`src/rtl/hx_expo.sv`:
```
module hx_expo #(
  parameter int W    = 16,
  parameter int MAXD = 32,
  localparam int CW  = $clog2(MAXD + 1)
) (
  input  logic          clk,
  input  logic          rst_n,
  input  logic          start,
  input  logic [W-1:0]  x,
  input  logic [W-1:0]  modulus,
  input  logic [CW-1:0] len,
  input  logic          dig_vld,
  input  logic [1:0]    dig_in,
  output logic          done,
  output logic          err,
  output logic [W-1:0]  y
);

  localparam int WB  = $clog2(W);
  localparam int DIW = $clog2(2 * MAXD);
  localparam int NR  = 12;
  localparam logic [3:0] RS = 4'd8, RT = 4'd9, RL = 4'd10, RE = 4'd11;

  typedef enum logic [2:0] {S_IDLE, S_LOAD, S_STEP, S_SQ, S_POST} st_t;

  st_t               st;
  logic [W-1:0]      rf [0:NR-1];
  logic [W-1:0]      p_r;
  logic [2*MAXD-1:0] dbuf;
  logic [CW-1:0]     lenq, cnt, half, si, hc;
  logic [3:0]        pc;
  logic [1:0]        sub;
  logic [WB-1:0]     ib;
  logic              pend;

  logic              mgo, mbusy, mdone;
  logic [W-1:0]      ma, mb, macc;
  logic [WB-1:0]     mcnt;
  logic [W:0]        dbl, r1, sum, r2;

  logic [1:0]        d_lo, d_hi;
  logic [3:0]        code, pidx;
  logic              pair_nz;
  logic [W-1:0]      pm2;
  logic              want, fire;
  logic [3:0]        sa, sb, dst;

  function automatic logic [3:0] tri3(input logic [1:0] d);
    return (d == 2'b11) ? 4'd0 : (d == 2'b01) ? 4'd2 : 4'd1;
  endfunction

  assign half    = (lenq + CW'(1)) >> 1;
  assign d_lo    = dbuf[DIW'({si, 1'b0}) +: 2];
  assign d_hi    = dbuf[DIW'({half + si, 1'b0}) +: 2];
  assign code    = tri3(d_hi) * 4'd3 + tri3(d_lo);
  assign pair_nz = code != 4'd4;
  assign pidx    = (code > 4'd4) ? code - 4'd1 : code;
  assign pm2     = p_r - W'(2);

  assign dbl = {macc, 1'b0};
  assign r1  = (dbl >= {1'b0, p_r}) ? dbl - {1'b0, p_r} : dbl;
  assign sum = r1 + {1'b0, (mb[mcnt] ? ma : '0)};
  assign r2  = (sum >= {1'b0, p_r}) ? sum - {1'b0, p_r} : sum;

  always_ff @(posedge clk or negedge rst_n) begin
    if (!rst_n) begin
      mbusy <= 1'b0;
      mdone <= 1'b0;
      mcnt  <= '0;
      macc  <= '0;
    end else begin
      mdone <= mbusy && (mcnt == '0) && !mgo;
      if (mgo) begin
        mbusy <= 1'b1;
        mcnt  <= WB'(W - 1);
        macc  <= '0;
      end else if (mbusy) begin
        macc <= W'(r2);
        if (mcnt == '0) mbusy <= 1'b0;
        else            mcnt  <= mcnt - WB'(1);
      end
    end
  end

  always_comb begin
    want = 1'b0;
    sa   = RT;
    sb   = RT;
    dst  = RT;
    case (st)
      S_STEP: begin
        want = pair_nz;
        sa   = pidx;
        sb   = RS;
        dst  = pidx;
      end
      S_SQ: begin
        want = 1'b1;
        sa   = RS;
        sb   = RS;
        dst  = RS;
      end
      S_POST: begin
        case (pc)
          4'd0:  begin want = 1'b1; sa = 4'd3; sb = 4'd5; end
          4'd1:  begin want = 1'b1; sb = 4'd0; end
          4'd2, 4'd8: begin
            if (sub == 2'd1) begin
              want = pm2[ib];
              sb   = RE;
            end else if (sub == 2'd2) begin
              want = 1'b1;
              sa   = RE;
              sb   = RE;
              dst  = RE;
            end
          end
          4'd3:  begin want = 1'b1; sb = 4'd4; end
          4'd4:  begin want = 1'b1; sb = 4'd7; end
          4'd5:  begin want = 1'b1; sb = 4'd2; dst = RL; end
          4'd6:  begin want = 1'b1; sa = 4'd1; sb = 4'd2; end
          4'd7:  begin want = 1'b1; sb = 4'd0; end
          4'd9:  begin want = 1'b1; sb = 4'd6; end
          4'd10: begin want = 1'b1; sb = 4'd7; end
          4'd11: begin want = 1'b1; sb = 4'd5; end
          4'd12: want = (hc != half);
          4'd13: begin want = 1'b1; sb = RL; end
          default: want = 1'b0;
        endcase
      end
      default: want = 1'b0;
    endcase
  end

  assign fire = !want || (pend && mdone);

  always_ff @(posedge clk or negedge rst_n) begin
    if (!rst_n) begin
      st   <= S_IDLE;
      done <= 1'b0;
      err  <= 1'b0;
      y    <= '0;
      pend <= 1'b0;
      mgo  <= 1'b0;
      ma   <= '0;
      mb   <= '0;
      p_r  <= '0;
      dbuf <= '0;
      lenq <= '0;
      cnt  <= '0;
      si   <= '0;
      hc   <= '0;
      pc   <= '0;
      sub  <= '0;
      ib   <= '0;
      for (int k = 0; k < NR; k++) rf[k] <= '0;
    end else begin
      done <= 1'b0;
      mgo  <= 1'b0;
      case (st)
        S_IDLE: begin
          if (start) begin
            st   <= S_LOAD;
            p_r  <= modulus;
            lenq <= (len > CW'(MAXD)) ? CW'(MAXD) : len;
            dbuf <= '0;
            err  <= 1'b0;
            cnt  <= '0;
            si   <= '0;
            hc   <= '0;
            pc   <= '0;
            sub  <= '0;
            ib   <= '0;
            pend <= 1'b0;
            for (int k = 0; k < 8; k++) rf[k] <= W'(1);
            rf[RS] <= x;
          end
        end
        S_LOAD: begin
          if (cnt == lenq) begin
            st <= (half == '0) ? S_POST : S_STEP;
          end else if (dig_vld) begin
            if (dig_in == 2'b10) begin
              err  <= 1'b1;
              done <= 1'b1;
              y    <= '0;
              st   <= S_IDLE;
            end else begin
              dbuf[DIW'({cnt, 1'b0}) +: 2] <= dig_in;
              cnt <= cnt + CW'(1);
            end
          end
        end
        default: begin
          if (want && !pend) begin
            mgo  <= 1'b1;
            ma   <= rf[sa];
            mb   <= rf[sb];
            pend <= 1'b1;
          end else if (fire) begin
            if (want) begin
              rf[dst] <= macc;
              pend    <= 1'b0;
            end
            case (st)
              S_STEP: st <= S_SQ;
              S_SQ: begin
                si <= si + CW'(1);
                st <= (si + CW'(1) == half) ? S_POST : S_STEP;
              end
              default: begin
                case (pc)
                  4'd2, 4'd8: begin
                    case (sub)
                      2'd0: begin
                        rf[RE] <= rf[RT];
                        rf[RT] <= W'(1);
                        ib     <= '0;
                        sub    <= 2'd1;
                      end
                      2'd1: sub <= 2'd2;
                      default: begin
                        if (ib == WB'(W - 1)) begin
                          sub <= 2'd0;
                          pc  <= pc + 4'd1;
                        end else begin
                          ib  <= ib + WB'(1);
                          sub <= 2'd1;
                        end
                      end
                    endcase
                  end
                  4'd12: begin
                    if (hc == half) pc <= pc + 4'd1;
                    else            hc <= hc + CW'(1);
                  end
                  4'd14: begin
                    y    <= rf[RT];
                    done <= 1'b1;
                    st   <= S_IDLE;
                  end
                  default: pc <= pc + 4'd1;
                endcase
              end
            endcase
          end
        end
      endcase
    end
  end

  AST_MUL_BELOW_MOD: assert property (@(posedge clk) disable iff (!rst_n) mdone |-> (macc < p_r));
  AST_MUL_NO_OVERLAP: assert property (@(posedge clk) disable iff (!rst_n) mgo |-> !mbusy);
  AST_DONE_ONE_CYCLE: assert property (@(posedge clk) disable iff (!rst_n) done |=> !done);
  AST_Y_HOLDS: assert property (@(posedge clk) disable iff (!rst_n) !done |-> $stable(y));
  AST_BAD_DIGIT_ABORT: assert property (@(posedge clk) disable iff (!rst_n)
    (st == S_LOAD && cnt != lenq && dig_vld && dig_in == 2'b10) |=> (done && err && y == '0));
  AST_START_IGNORED: assert property (@(posedge clk) disable iff (!rst_n)
    (start && st == S_POST) |=> (st != S_LOAD));
  AST_EMPTY_SKIPS_WALK: assert property (@(posedge clk) disable iff (!rst_n)
    (st == S_LOAD && cnt == lenq && lenq == '0) |=> (st == S_POST));

endmodule

```
`config.mk`:
```
export PLATFORM = sky130hd
export DESIGN_NAME = hx_expo
export DESIGN_NICKNAME = d
export VERILOG_FILES = /design/src/rtl/hx_expo.sv
export SDC_FILE = /design/constraint.sdc
export NUM_CORES = 1
export LEC_CHECK = 0
export ABC_AREA = 1
export BUFFER_PORTS_ARGS = -buffer_cell sky130_fd_sc_hd__buf_4
export CELL_PAD_IN_SITES_DETAIL_PLACEMENT = 1
export CELL_PAD_IN_SITES_GLOBAL_PLACEMENT = 2
export CORE_MARGIN = 4
export CORE_UTILIZATION = 40
export CTS_CLUSTER_SIZE = 16
export DETAILED_ROUTE_END_ITERATION = 8
export PLACE_DENSITY_LB_ADDON = 0.12
export SLEW_MARGIN = 20
export SYNTH_ARGS = -nofsm -noshare
export SYNTH_HDL_FRONTEND = slang
export SYNTH_SLANG_ARGS = --single-unit
```
`constraint.sdc`:
```
create_clock -name clk -period 13.2 [get_ports clk]
set_clock_uncertainty 0.1 [all_clocks]
set_input_delay 2.64 -clock clk [delete_from_list [all_inputs] [get_ports clk]]
set_output_delay 2.64 -clock clk [all_outputs]
set_load 0.01 [all_outputs]
```
Yosys cells after proc, flatten, opt, wreduce, memory -nomap -nowiden
Index checks and enable logic that the tools add are counted.
{"block": "word_totals", "regBits": 383, "input_bits": 44, "out_inout_bits": 18}
{"block": "classes", "addsub": 15, "n_mul": 1, "magnitude_cmp": 10, "n_eq_ne": 51, "n_shift": 4, "n_mux": 137, "n_bitwise": 7, "reduce_logical": 52}
{"op": "192-bit 2-to-1 mux", "n": 3}
{"op": "16-bit 2-to-1 mux", "n": 22}
{"op": "144-bit one-hot mux with 2 select lines", "n": 1}
{"op": "64-bit 2-to-1 mux", "n": 4}
{"op": "192-bit bitwise mux", "n": 1}
{"op": "144-bit 2-to-1 mux", "n": 1}
{"op": "16-bit binary-select mux with 4-bit select", "n": 2}
{"op": "64-bit one-hot mux with 2 select lines", "n": 1}
{"op": "64-bit by 7-bit indexed part select with 2-bit output", "n": 2}
{"op": "6-bit 2-to-1 mux", "n": 13}
{"op": "64-bit bitwise mux", "n": 1}
{"op": "16-bit demux with 4-bit select", "n": 1}
{"op": "4-bit 2-to-1 mux", "n": 16}
{"op": "2-bit by 8-bit variable shift with 64-bit output (first input constant)", "n": 1}
{"op": "2-bit by 8-bit indexed part select with 64-bit output", "n": 1}
{"op": "4-bit one-hot mux with 3 select lines", "n": 4}
{"op": "6-bit one-hot mux with 2 select lines", "n": 3}
{"op": "17-bit by 16-bit >= comparator with 1-bit output", "n": 2}
{"op": "4-bit == test (second input constant)", "n": 8}
{"op": "16-bit one-hot mux with 2 select lines", "n": 1}
{"op": "4-bit one-hot mux with 2 select lines", "n": 4}
{"op": "4-bit one-hot mux with 8 select lines", "n": 1}
{"op": "3-bit 2-to-1 mux", "n": 9}
{"op": "6-bit by 1-bit adder with 6-bit output (second input constant)", "n": 4}
{"op": "61 further kinds", "n": 171}

Longest topological paths before layout
Gate-level depths: netlist (run 1).
{"block": "logic_depth", "word_depth": 24, "depth_mapped": 43, "ltp_nobuf": 42}

Least setup slack after synthesis (run 1)
OpenSTA, ideal clock, no wires.
{"block": "synth_timing", "path_type": "register to register", "startpoint": "register lenq[0]", "endpoint": "register rf[185] (netlist bit)", "setup_ns": 0.117, "arrival_time_ns": 5.837, "setup_slack_ns": 7.146, "path_stages_with_launch": 33, "n_path_buf": 3, "path_cell_list": "dfrtp_1 ha_1 ha_1 fa_1 clkbuf_1 clkbuf_1 o21ai_0 o21ai_0 mux2_2 nand2_1 nand3_1 o21a_1 inv_1 or2_2 ha_1 ha_1 inv_1 fa_1 o21ai_1 or2_2 nand3_1 nand2_1 inv_2 a21oi_2 nor2_1 inv_1 nor2_1 nand3_1 nand2_1 nand2_2 buf_2 nand2_1 nand2_1"}
{"block": "synth_between", "elab_chain_cells": 21, "word_cells_on_any_way": 35, "cone_classes": "add/sub (4); mul (1); order compare (3); eq/ne (5); shift (1); mux (13); bitwise (1); reduce/logical (7)"}
{"item": "from (decl)", "line_no": "30", "rtl": "logic [CW-1:0] lenq, cnt, half, si, hc;"}
{"item": "from (signal assigned)", "line_no": "165", "rtl": "lenq <= (len > CW'(MAXD)) ? CW'(MAXD) : len;"}
{"item": "6-bit by 1-bit adder with 6-bit output *", "line_no": "52", "rtl": "assign half = (lenq + CW'(1)) >> 1;"}
{"item": "5-bit adder", "line_no": "54", "rtl": "assign d_hi = dbuf[DIW'({half + si, 1'b0}) +: 2];"}
{"item": "64-bit by 7-bit indexed part select with 2-bit output", "line_no": "54"}
{"item": "2-bit by 1-bit == test with 1-bit output", "line_no": "49", "rtl": "return (d == 2'b11) ? 4'd0 : (d == 2'b01) ? 4'd2 : 4'd1;"}
{"item": "2-bit 2-to-1 mux (2 in series)", "line_no": "49"}
{"item": "2-bit by 2-bit multiplier with 4-bit output", "line_no": "55", "rtl": "assign code = tri3(d_hi) * 4'd3 + tri3(d_lo);"}
{"item": "4-bit by 2-bit adder with 4-bit output", "line_no": "55"}
{"item": "4-bit by 1-bit subtractor with 4-bit output / 4-bit by 3-bit > comparator with 1-bit output (equally long branches)", "line_no": "57", "rtl": "assign pidx = (code > 4'd4) ? code - 4'd1 : code;"}
{"item": "[... 4 more ...]"}
{"item": "1-bit logical AND (implied by the code)", "line_no": "202", "rtl": "rf[dst] <= macc;"}
{"item": "16-bit 2-to-1 mux (implied by the code)", "line_no": "202"}
{"item": "16-bit demux with 4-bit select", "line_no": "202"}
{"item": "192-bit bitwise mux", "line_no": "202"}
{"item": "192-bit 2-to-1 mux", "line_no": "201", "rtl": "if (want) begin"}
{"item": "192-bit 2-to-1 mux", "line_no": "200", "rtl": "end else if (fire) begin"}
{"item": "192-bit 2-to-1 mux", "line_no": "195", "rtl": "if (want && !pend) begin"}
{"item": "144-bit one-hot mux with 2 select lines", "line_no": "160", "rtl": "case (st)"}
{"item": "to (signal, indexed assignment)", "line_no": "202"}
{"item": "to (signal, indexed assignment)", "line_no": "216", "rtl": "rf[RE] <= rf[RT];"}
{"item": "to (decl)", "line_no": "27", "rtl": "logic [W-1:0] rf [0:NR-1];"}
Every way passes the cells marked *; elsewhere a longest branch is shown, timed or not. The select of a mux whose other input is x is not followed.
A chain may end at the register's enable or synchronous reset.

Worst setup path after layout (run 1)
{"block": "layout_timing", "startpoint": "register lenq[0]", "endpoint": "register rf[63] (netlist bit)"}
Same word-level chain as after synthesis.

==> impl_metrics.toml, run 1 <==
[sta]
setup_viol_count_final = 0
maxSlewViolCount = 0
rsz0062_at_grt = "false"
period_minus_slack_ns = 8.40
worstMarginPinSlew_ns = 1.09
fin_crit_sh_pct = 63.6
finalHoldViolCount = 0
setup_tns_ns = 0
fmax_ghz = 0.119
slew_headroom_pct = 26.8

[die]
core-area_mm2 = 0.0643
dieArea_mm2 = 0.0690
initial_core_util_pct = 40.3
die_y_um = 263
row_count = 93
die_w_um = 263
ioPinCount = 62

[setup_path]
reg2reg_slack_ns = 4.80
path_class = "reg2reg"
cp_slowest_cell = "ha_1"
cpPeakStageDelay_ns = 0.81
endpoint_kind = "flop"
cp_max_fo = 67
startpoint_type = "flop"
cp.required_ns = 13.59
arrival_ns = 8.79

[clocking]
cts_made_buffers = 48
post_cts_resized = 0
ctsLongestPathBuffers = 3
htreeDepth = 2
cts_tree = "built"
clock_latency_ns = 0.61
cts_sinks = 383
ctsHoldBuffers = 0
cts_setup_buffers = 0
clk_pin_slew_ns = 0.06
root_buffer = "clkbuf_16"

[detailed_routing]
wl_per_cell_um = 25.0
antenna_left = 0
drtIter0Drc = 2563
postRouteWirelength_mm = 114
vias = 27100
vias_per_cell = 5.95
first_pass_iters = 6
drc_errors = 0

[global_routing]
track_usage_pct = 32.0
grt_first_pass_wirelength_mm = 174
antenna_found_initial = 2
grt_max_degree = 149
overflow = 0
grt_pass1_vias = 27700

[final_layout]
stdcell_count = 4546
layout-drive-gt1-share_pct = 7.29
nets = 3780
syn2layout_area_growth_pct = 10.0
n_fill_cell = 8235
fin_util_pct = 44.4

[synth]
netlist_area_mm2 = 0.0259
synthArstFlopShare_pct = 100
synth_edf_count = 0
postSynthCellCount = 3715
syn_nets = 3839
synth_cell_type_count = 66
ys_warn_count = 0
synthFlopType = "dfrtp_1"
syn_avg_cell_area_um2 = 6.98
ys_ff_latch = 383
synth-seq-area-share_pct = 36.9

[run]
maxCapViolCount = 0

[pwr]
sw_frac_of_total_pct = 22.6
clkPwrFrac_pct = 54.2
combPwrFrac_pct = 1.5
p_int_mw = 2.05
power_density_mw_per_mm2 = 92.7
vdd_drop_max_mv = 0.0746
leakage_nw = 13.0
switchingPower_uw = 598
pwr-share-seq_pct = 44.4

[placed_design]
dp_cells = 4461
dp.final_hpwl_mm = 80.7
io_buffers = 61
place_congestion = 0.924

[worst_hold_path]
worstHoldPathType = "reg2reg"

[outcome]
status = "complete, no violations"
## critical path, delay by kind of cell (launching register included)
family          cells  cell delay, ns
compound gates      6            0.95
mux                 1            0.20
buf+inv             5            1.11
fa+ha+maj           5            2.22
simple gates       13            3.24
flops               1            0.43
## state kept, by name (all words and copies together), names as in the netlist, 2 cells and up
signal / cells
pc: 4
y: 16
mb: 16
ib: 4
macc: 16
dbuf: 64
st: 3
p_r: 16
ma: 16
si: 6
mcnt: 4
sub: 2
hc: 6
rf: 192
lenq: 6
cnt: 6
## power groups by stage
| stage | logic [mW] | registers (mW) | clock network, mW |
|---|---|---|---|
| finish | 0.0392 | 1.17 | 1.43 |
| global placement | 0.0404 | 1.20 | 0 |
| detailed placement | 0.0409 | 1.20 | 0 |
| global route | 0.0444 | 1.17 | 1.50 |
| CTS | 0.0411 | 1.17 | 1.45 |
| floorplan | 0.00127 | 1.20 | 0 |
## per-stage QoR
stage | setup WS [ns] | total power, mW | area [µm²] | hold WS [ns]
global route | 4.20 | 2.72 | 28500 | 0.407
floorplan | 7.15 | 1.20 | 25900 | 0.342
CTS | 4.84 | 2.67 | 28500 | 0.378
global placement | 5.13 | 1.24 | 26900 | 0.353
detailed placement | 4.88 | 1.24 | 26900 | 0.364
finish | 4.80 | 2.65 | 28500 | 0.379
## area by class of cell
cell class	instances	area [µm²]	share of cell area, %
repair buffers	98	756	2.65
clock inverters	16	246	0.863
diodes	1	2.50	0.00877
clock buffers	68	1430	5.00
flip-flops and latches	383	9580	33.6
multi-input cells	2771	14100	49.5
inverters	354	1340	4.68
well taps	855	1070	3.75
## path summary, 6_finish.rpt
kind	from	endpoint	cells after the start
min reg2reg	rf[66]	rf[66]	2
max	lenq[0]	rf[63]	30
max reg2reg	lenq[0]	rf[63]	30
min in group asynchronous	rst_n	rf[66]	1
max in group asynchronous	rst_n	pc[0]	3
min	rf[66]	rf[66]	2
## placed cells by master (no fill, tap or decap), drive strengths merged, types with 2 or more instances in the layout
master and instances:
a211oi 8, o221ai 13, o2111ai 3, dfrtp 383
bufinv 6, mux2 4, xnor2 29, o31ai 21
clkbuf 68, nor4 10, o21bai 4, a21boi 3
nand2 892, ha 75, nand3 353, o21ai 497
buf 98, nor2 368, fa 5, inv 355
o21a 9, o41ai 6, a32o 4, o211ai 77
xor2 38, a31oi 21, or2 8, clkinvlp 2
and3 3, nor3 27, clkinv 7, o22ai 42
a21o 2, a21oi 198, nand4 36, a22oi 5
## layer usage
metal | vias to the layer above | track usage, % | part of all wire (%)
li1 | 12300 | - | -
met1 | 13600 | 44.5 | 44
met2 | 956 | 50.2 | 44
met3 | 235 | 4.87 | 6.8
met4 | 2 | 13.0 | 4.6
met5 | - | 0 | 0.0062
## cells in the mapped netlist, types with 26 or more instances
library cell	n	area share [%]
clkbuf_1	131	1.9
dfrtp_1	383	37
a21oi_1	196	3.8
nand4_1	33	0.80
ha_1	75	3.6
xnor2_1	29	0.98
nand3_1	352	6.8
o211ai_1	77	2.2
o22ai_1	42	1.0
o21ai_0	481	9.3
nor3_1	26	0.50
nand2_1	875	13
nor2_1	351	5.1
inv_1	337	4.9
buf_2	40	0.77
xor2_1	35	1.2
## cells by family (layout without fill, tap and decap cells)
| kind of cell | count (synthesis) | count (layout) | synth area share [%] |
|---|---|---|---|
| mux | 4 | 4 | 0.174 |
| flops | 383 | 383 | 36.9 |
| fa+ha+maj | 80 | 80 | 4.00 |
| other cells | 0 | 1 | 0 |
| compound gates | 919 | 919 | 20.1 |
| simple gates | 1701 | 1701 | 27.7 |
| xor+xnor | 67 | 67 | 2.35 |
| buf+inv | 561 | 536 | 8.76 |
(Power assumes the default switching activity.)
==> run 2: changes to the inputs <==
ABC_AREA = 0   (was 1)
CORE_UTILIZATION = 36   (was 40)
clock period = 6.9 ns   (was 13.2 ns; I/O delays follow)
==> impl_metrics.toml, run 2 <==
[synth]
postSynthCellCount = 2817
yosys.area.top_type_share_pct = 38.5
synth_edf_count = 0
ys_top_cells_by_count = "nand2_1 (505), dfrtp_1 (383), nor2_1 (197), o21ai_0 (194), clkbuf_1 (151)"
syn_avg_cell_area_um2 = 8.83
synth_fa_ha_area_share_pct = 4.17
synth-simple-area-share_pct = 19.1
synth_compound_area_share_pct = 20.6
synth-seq-area-share_pct = 38.5
ys_warn_count = 0
synth-xor-area-share_pct = 2.56
netlist_area_mm2 = 0.0249
syn_nets = 2941
yosysTopAreaCell = "dfrtp_1"
synth_mux_area_share_pct = 9.83
synth_cell_type_count = 98
synthFlopType = "dfrtp_1"
synth_top_family_by_area = "compound AO/OA/AOI/OAI gates"
synthArstFlopShare_pct = 100
synthMostInstantiatedCell = "nand2_1"
yosys-top-cells-area = "dfrtp_1 (39%), nand2_1 (7.6%), mux4_2 (6.3%), o21ai_0 (3.9%), ha_1 (3.8%)"
ys_ff_latch = 383

[setup_path]
critPathMostFrequentCell = "a21o_1"
arrival_ns = 7.06
cp.required_ns = 7.28
cpPeakStageDelay_ns = 0.43
startpoint_type = "flop"
endpoint_kind = "flop"
cp_max_fo = 6
cp_slowest_cell = "or4_4"
path_class = "reg2reg"

[clocking]
clock_latency_ns = 0.61
ctsLongestPathBuffers = 3
htreeDepth = 2
clk_pin_slew_ns = 0.06
root_buffer = "clkbuf_16"
cts_sinks = 383
cts_made_buffers = 47
ctsHoldBuffers = 0
cts_tree = "built"

[detailed_routing]
first_pass_iters = 5
wl_per_cell_um = 26.1
antenna_left = 0
vias_per_cell = 5.90
drtIter0Drc = 1650
vias = 22600
drc_errors = 0
postRouteWirelength_mm = 100

[die]
dieArea_mm2 = 0.0734
ioPinCount = 62
initial_core_util_pct = 36.3
core-area_mm2 = 0.0686
die_w_um = 271
row_count = 96
die_y_um = 271

[global_routing]
antenna_found_initial = 2
grt_pass1_vias = 23600
grt_max_degree = 137
track_usage_pct = 26.7
grt_first_pass_wirelength_mm = 151
overflow = 0

[outcome]
status = "complete, no violations"

[final_layout]
nets = 2989
max_flop_register = "rf"
layout-drive-gt1-share_pct = 15.6
largest_reg_flops = 192
final_area_mm2 = 0.0289
mostFrequentLayoutCell = "nand2_1"
antennaDiodeCount = 0
syn2layout_area_growth_pct = 16.2
mostFrequentLayoutCells = "nand2_1 (503), dfrtp_1 (383), nor2_1 (191), o21ai_0 (191), buf_4 (179)"
top_regs = "rf (192), dbuf (64)"

[sta]
rsz0062_at_grt = "true"
period_minus_slack_ns = 6.68
slew_headroom_pct = 27.6
worstMarginPinSlew_ns = 1.09
finalHoldViolCount = 0
fin_crit_sh_pct = 96.8
setup_viol_count_final = 0
maxSlewViolCount = 0
fmax_ghz = 0.150

[worst_hold_path]
worstHoldPathType = "reg2reg"

[placed_design]
io_buffers = 61
dp.final_hpwl_mm = 70.0
place_congestion = 0.892
postPlaceCellArea_mm2 = 0.0269

[run]
maxCapViolCount = 0
[run 2: critical path, delay by kind of cell (launching register included)]
kind,cells,cell delay [ns]
buf+inv,4,0.47
compound gates,15,3.42
fa+ha+maj,4,0.94
simple gates,7,1.07
xor+xnor,1,0.16
flops,1,0.39
[run 2: path summary, 6_finish.rpt]
kind                         start  slack [ns]       end  cells after the start
min                        rf[137]        0.40   rf[137]                      2
max                         p_r[1]        0.22  macc[14]                     31
max in group asynchronous    rst_n        4.79   p_r[10]                      2
min in group asynchronous    rst_n        0.65  dbuf[16]                      1
min reg2reg                rf[137]        0.40   rf[137]                      2
max reg2reg                 p_r[1]        0.22  macc[14]                     31
[run 2: logic make-up (layout without fill, tap and decap cells)]
kind of cell	count (synthesis)	in the layout
adder cells (fa/ha/maj)	80	80
flip-flops	383	383
buffers and inverters	329	413
multiplexers	156	156
XOR/XNOR	68	68
AND/OR/NAND/NOR	1050	1050
AO/OA/AOI/OAI	751	751
[run 2: cell type report]
type	count	area, µm²
inverter	120	450
clock buffer	68	1400
clock inverter	17	130
timing repair buffer	208	1860
tap	931	1160
sequential	383	9580
fill	7851	39700
multi-input combinational	2105	14300
[run 2: per-stage QoR]
step	hold slack [ns]	utilization [%]	setup TNS (ns)	setup WS [ns]	std cells
after floorplan	0.361	-	0	0.0619	2817
after global placement	0.380	39.3	0	0.0792	3729
after detailed placement	0.389	39.3	-1.41	-0.228	3729
after CTS	0.402	41.7	0	0.0114	3821
after global routing	0.421	42.1	-0.215	-0.0545	3832
final	0.397	42.1	0	0.221	3832
[run 2: per-layer routing]
layer  wire [µm]  global-route usage [%]
met4        3590                    9.23
met3        6120                    5.13
met1       44300                    36.4
met5           0                       0
met2       46200                    42.6
[run 2: repair_timing]
item	CTS	global route
cloned	1	1
endpoints found under the setup margin	16	268
gates resized for setup	18	40
pin swaps	12	28
buffers inserted	6	10
Power of run 2 is not shown: default switching activity piles up to over one toggle a cycle in this logic, so the estimate is an artifact.
